`config.mk`:
```
export PLATFORM = sky130hd
export DESIGN_NAME = pulse_width_meter
export DESIGN_NICKNAME = d
export VERILOG_FILES = /design/src/rtl/pwm_pkg.sv /design/src/rtl/pwm_sync.sv /design/src/rtl/pwm_gate_fsm.sv /design/src/rtl/pwm_sat_counter.sv /design/src/rtl/pulse_width_meter.sv
export SDC_FILE = /design/constraint.sdc
export NUM_CORES = 1
export LEC_CHECK = 0
export CAP_MARGIN = 20
export CORE_ASPECT_RATIO = 2
export CORE_UTILIZATION = 45
export DETAILED_ROUTE_END_ITERATION = 8
export PLACE_DENSITY = 0.71
export SYNTH_ARGS = -nofsm -noshare
export SYNTH_HDL_FRONTEND = slang
export SYNTH_SLANG_ARGS = --single-unit
```
`constraint.sdc`:
```
create_clock -name clk_i -period 2.65 [get_ports clk_i]
set_input_delay 0.53 -clock clk_i [delete_from_list [all_inputs] [get_ports clk_i]]
set_output_delay 0.53 -clock clk_i [all_outputs]
set_load 0.05 [all_outputs]
```
`src/rtl/pwm_pkg.sv`:
```
package pwm_pkg;
  localparam int unsigned CNT_W_DEF  = 20;
  localparam int unsigned SYNC_N_DEF = 2;

  typedef enum logic [1:0] {
    ST_WAIT_LOW = 2'd0,
    ST_ARMED    = 2'd1,
    ST_COUNT    = 2'd2,
    ST_DONE     = 2'd3
  } meas_state_e;
endpackage

```
`src/rtl/pwm_sync.sv`:
```
module pwm_sync #(
  parameter int unsigned STAGES = 2
) (
  input  logic clk_i,
  input  logic rst_ni,
  input  logic d_i,
  output logic q_o
);
  logic [STAGES-1:0] chain_q;

  generate
    if (STAGES == 1) begin : g_one
      always_ff @(posedge clk_i or negedge rst_ni)
        if (!rst_ni) chain_q <= '0;
        else         chain_q <= d_i;
    end else begin : g_many
      always_ff @(posedge clk_i or negedge rst_ni)
        if (!rst_ni) chain_q <= '0;
        else         chain_q <= {chain_q[STAGES-2:0], d_i};
    end
  endgenerate

  assign q_o = chain_q[STAGES-1];
endmodule

```
`src/rtl/pwm_gate_fsm.sv`:
```
module pwm_gate_fsm
  import pwm_pkg::*;
(
  input  logic clk_i,
  input  logic rst_ni,
  input  logic clear_i,
  input  logic pulse_s_i,
  output logic en_o,
  output logic busy_o,
  output logic done_o
);
  meas_state_e st_q, st_d;

  always_comb begin
    st_d = st_q;
    if (clear_i) st_d = ST_WAIT_LOW;
    else begin
      unique case (st_q)
        ST_WAIT_LOW: if (!pulse_s_i) st_d = ST_ARMED;
        ST_ARMED:    if (pulse_s_i)  st_d = ST_COUNT;
        ST_COUNT:    if (!pulse_s_i) st_d = ST_DONE;
        ST_DONE:     st_d = ST_DONE;
        default:     st_d = ST_WAIT_LOW;
      endcase
    end
  end

  always_ff @(posedge clk_i or negedge rst_ni)
    if (!rst_ni) st_q <= ST_WAIT_LOW;
    else         st_q <= st_d;

  // enable comes from registered state and the synchronized pulse only
  assign en_o   = pulse_s_i && (st_q == ST_ARMED || st_q == ST_COUNT);
  assign busy_o = (st_q == ST_COUNT);
  assign done_o = (st_q == ST_DONE);

  assert_no_en_wait_low_R6: assert property (@(posedge clk_i) disable iff (!rst_ni)
    (st_q == ST_WAIT_LOW) |-> !en_o);
  assert_done_after_fall_R3: assert property (@(posedge clk_i) disable iff (!rst_ni)
    (st_q == ST_COUNT && !pulse_s_i && !clear_i) |=> done_o);
  assert_busy_done_excl_R3: assert property (@(posedge clk_i) disable iff (!rst_ni)
    !(busy_o && done_o));
endmodule

```
`src/rtl/pwm_sat_counter.sv`:
```
module pwm_sat_counter #(
  parameter int unsigned CNT_W = 20
) (
  input  logic             clk_i,
  input  logic             rst_ni,
  input  logic             clr_i,
  input  logic             inc_i,
  output logic [CNT_W-1:0] cnt_o,
  output logic             ovf_o
);
  localparam logic [CNT_W-1:0] CNT_MAX = {CNT_W{1'b1}};

  logic [CNT_W-1:0] cnt_q;
  logic             ovf_q;

  always_ff @(posedge clk_i or negedge rst_ni)
    if (!rst_ni) begin
      cnt_q <= '0;
      ovf_q <= 1'b0;
    end else if (clr_i) begin
      cnt_q <= '0;
      ovf_q <= 1'b0;
    end else if (inc_i) begin
      if (cnt_q == CNT_MAX) ovf_q <= 1'b1;
      else                  cnt_q <= cnt_q + CNT_W'(1);
    end

  assign cnt_o = cnt_q;
  assign ovf_o = ovf_q;

  assert_cnt_step_R1: assert property (@(posedge clk_i) disable iff (!rst_ni)
    (!clr_i && inc_i && cnt_q != CNT_MAX) |=> cnt_q == $past(cnt_q) + CNT_W'(1));
  assert_no_wrap_R7: assert property (@(posedge clk_i) disable iff (!rst_ni)
    (!clr_i && inc_i && cnt_q == CNT_MAX) |=> (cnt_q == CNT_MAX && ovf_q));
  assert_idle_hold_R4: assert property (@(posedge clk_i) disable iff (!rst_ni)
    (!clr_i && !inc_i) |=> $stable(cnt_q));
endmodule

```
`src/rtl/pulse_width_meter.sv`:
```
module pulse_width_meter #(
  parameter int unsigned CNT_W  = pwm_pkg::CNT_W_DEF,
  parameter int unsigned SYNC_N = pwm_pkg::SYNC_N_DEF
) (
  input  logic             clk_i,
  input  logic             rst_ni,
  input  logic             pulse_i,
  input  logic             clear_i,
  output logic [CNT_W-1:0] count_o,
  output logic             done_o,
  output logic             busy_o,
  output logic             ovf_o
);
  logic pulse_s;
  logic cnt_en;

  pwm_sync #(.STAGES(SYNC_N)) u_sync (
    .clk_i (clk_i),
    .rst_ni(rst_ni),
    .d_i   (pulse_i),
    .q_o   (pulse_s)
  );

  pwm_gate_fsm u_fsm (
    .clk_i    (clk_i),
    .rst_ni   (rst_ni),
    .clear_i  (clear_i),
    .pulse_s_i(pulse_s),
    .en_o     (cnt_en),
    .busy_o   (busy_o),
    .done_o   (done_o)
  );

  pwm_sat_counter #(.CNT_W(CNT_W)) u_cnt (
    .clk_i (clk_i),
    .rst_ni(rst_ni),
    .clr_i (clear_i),
    .inc_i (cnt_en),
    .cnt_o (count_o),
    .ovf_o (ovf_o)
  );

  assert_done_hold_R4: assert property (@(posedge clk_i) disable iff (!rst_ni)
    (done_o && !clear_i) |=> (done_o && !busy_o && $stable(count_o)));
  assert_clear_R5: assert property (@(posedge clk_i) disable iff (!rst_ni)
    clear_i |=> (count_o == '0 && !done_o && !busy_o && !ovf_o));
endmodule

```
==> metrics.cfg <==
[status]
status = finished clean

[timing]
finalHoldViolCount = 0
max_freq_ghz = 0.426
hold-worst-slack_ps = 358
slew_headroom_pct = 44.3
setup_viol = 0
rsz0062_at_grt = false
tns_ps = 0
worst_pin_slew_ps = 832
slew_violations = 0
finalCritPeriodShare_pct = 88.6
post-route-min-period_ps = 2350
skew_ps = 2.89

[synth]
ys_seq_area_share_pct = 46.0
synth_common_cells = dfrtp_1, nor2_1, a21oi_1
synth_top_area_share_pct = 46.0
yosysTopAreaCell = dfrtp_1
synth.area.top_cells = dfrtp_1, xnor2_1, ha_1, nor2_1, a21oi_1
synth_ff_type = dfrtp_1
yosysUniqueCellTypes = 35
async_reset_ff_share_pct = 100
ys_warn_count = 0
synthesis.nets = 149
synth-edff-count = 0
synthCells = 139
yosysMostFrequentCell = dfrtp_1
syn_area_um2 = 1360
synth-seq-cells = 25
syn_area_per_cell_um2 = 9.79

[setup_path]
arrival_ps = 1820
slowest_delay_ps = 800
r2r_start = u_fsm.st_q[0]$_DFFE_PN0P_
critical_path_class = reg -> out
crit_path_max_fanout = 5
critPathTopFamily = buffers and inverters
crit_chain = inv_1 > ha_1 > clkdlybuf4s50_1
cp.required_ps = 2120
cpMaxStageDelayCell = clkdlybuf4s50_1
critPathBufInv = 2
endpoint_kind = output port
ff2ff_setup_slack_ps = 570
rr_endpoint = u_cnt.cnt_o[7]$_DFFE_PN0P_
reg2reg_depth = 7
start_kind = flop

[die]
io_pins = 27
die_w_um = 40.9
initial_core_util_pct = 48.5
rows = 27
coreArea_um2 = 2800
dieArea_um2 = 3260
die_h_um = 79.8

[clocking]
clockRootBuffer = clkbuf_8
cts_resized = 0
post_cts_buffers = 0
clockBufferDepth = 2
clk_pin_slew_ps = 90
tritoncts.num_buffers = 3
clock_sinks = 25
cts_tree = done
cts_hold_buf = 0
ctsHtreeMaxLevel = 1
clock_latency_ps = 270

[final_layout]
final_util_pct = 60.7
nFillCells = 236
n_antenna_cell = 0
seqCellArea_um2 = 626
fin_nets = 178
drive_above_1_share_pct = 8.98
multi_input_area_um2 = 689
syn_to_final_growth_pct = 25.0

[detailed_routing]
first_pass_iters = 4
vias = 1110
drt_iter0_markers = 14
viasPerCell = 5.66
ant_nets = 0
drc = 0
routed_wl_mm = 2.88
wire_per_inst_um = 14.7

[place]
dp_hpwl_mm = 2.10
gp_congestion = 0.781
numPortBuffers = 26

[pwr]
irDropWorstVdd_mv = 0.387
leakage_nw = 0.660
p_per_area_nw_per_um2 = 463

[grt]
grt_pass1_vias = 1139
antenna_found_initial = 0
grt.total_usage_pct = 20.7
overflow = 0
grt_pass1_wl_mm = 4.77
grt_max_degree = 26

[flow_run]
cap_violations = 0

[hold_path]
min-delay-start = u_sync.chain_q[0]$_DFF_PN0_
holdPathStages = 0
worstHoldEndpoint = u_sync.chain_q[1]$_DFF_PN0_
min_path_type = reg -> reg

## state kept, by name (all words and copies together) (netlist names)
register	flops
u_fsm.st_q	2
u_cnt.cnt_o	20
u_cnt.ovf_o	1
u_sync.chain_q	2
## cells in the final DEF, fill, tap and decap left out, drive strengths merged, types with 5 or more instances in the layout
cell           instances
dfrtp                 25
nand2                  8
nor2                  17
a211oi                 5
xnor2                  9
nand4                  7
a21oi                 10
clkdlybuf4s50         26
ha                     6
inv                    8
nor3                   6
o21ai                  5
nand3                  6
## how the worst max path moves through the flow
stage	startpoint	endpoint	slack [ps]	cells after the start
after floorplan	u_cnt.cnt_o[0]$_DFFE_PN0P_	u_cnt.cnt_o[12]$_DFFE_PN0P_	680	6
after global placement	u_fsm.st_q[0]$_DFFE_PN0P_	busy_o	660	3
after detailed placement	u_fsm.st_q[0]$_DFFE_PN0P_	u_cnt.cnt_o[7]$_DFFE_PN0P_	610	7
after CTS	u_fsm.st_q[0]$_DFFE_PN0P_	busy_o	300	3
after global routing	u_fsm.st_q[0]$_DFFE_PN0P_	busy_o	230	3
final	u_fsm.st_q[0]$_DFFE_PN0P_	busy_o	300	3
## per-stage QoR
| stage | setup slack, ps | instance area (µm²) | std cells | power [W] |
|---|---|---|---|---|
| 5_1_grt | 229 | 1700 | 196 | 0.000829 |
| 3_5_place_dp | 606 | 1660 | 192 | 0.000567 |
| 3_3_place_gp | 656 | 1660 | 192 | 0.000559 |
| 2_1_floorplan | 680 | 1360 | 139 | 0.000518 |
| 6_report | 302 | 1700 | 196 | 0.000788 |
| 4_1_cts | 304 | 1700 | 196 | 0.000800 |
## cell families (layout without fill, tap and decap cells)
family                   Yosys count  after routing  synth area share [%]
AND/OR/NAND/NOR                   59             59                  26.4
AO/OA/AOI/OAI                     26             26                  11.6
flip-flops                        25             25                  46.0
buffers and inverters             12             40                  3.40
XOR/XNOR                          10             10                  6.43
adder cells (fa/ha/maj)            6              6                  5.51
multiplexers                       1              1                 0.735
## per-layer routing
| metal | vias to the layer above | track usage (%) | routed length [µm] |
|---|---|---|---|
| li1 | 545 | - | - |
| met1 | 539 | 23.4 | 1180 |
| met2 | 19 | 35.3 | 1570 |
| met3 | 7 | 1.95 | 69 |
| met4 | 0 | 10.3 | 67 |
| met5 | - | 0 | 0 |
## power by group
| group | leakage (nW) | internal [W] | switching, W |
|---|---|---|---|
| Clock | 0.0228 | 0.000108 | 0.000122 |
| Sequential | 0.342 | 0.000394 | 0.0000202 |
| Combinational | 0.296 | 0.0000513 | 0.0000930 |
| Total | 0.660 | 0.000553 | 0.000235 |
## layout make-up
type,instances,area share (%)
Multi-Input combinational cell,102,40.5
Sequential cell,25,36.8
Tap cell,29,2.13
Inverter,8,1.76
Clock buffer,4,2.65
Timing Repair Buffer,28,16.2
No activity file was read; power rests on OpenSTA's default activity.
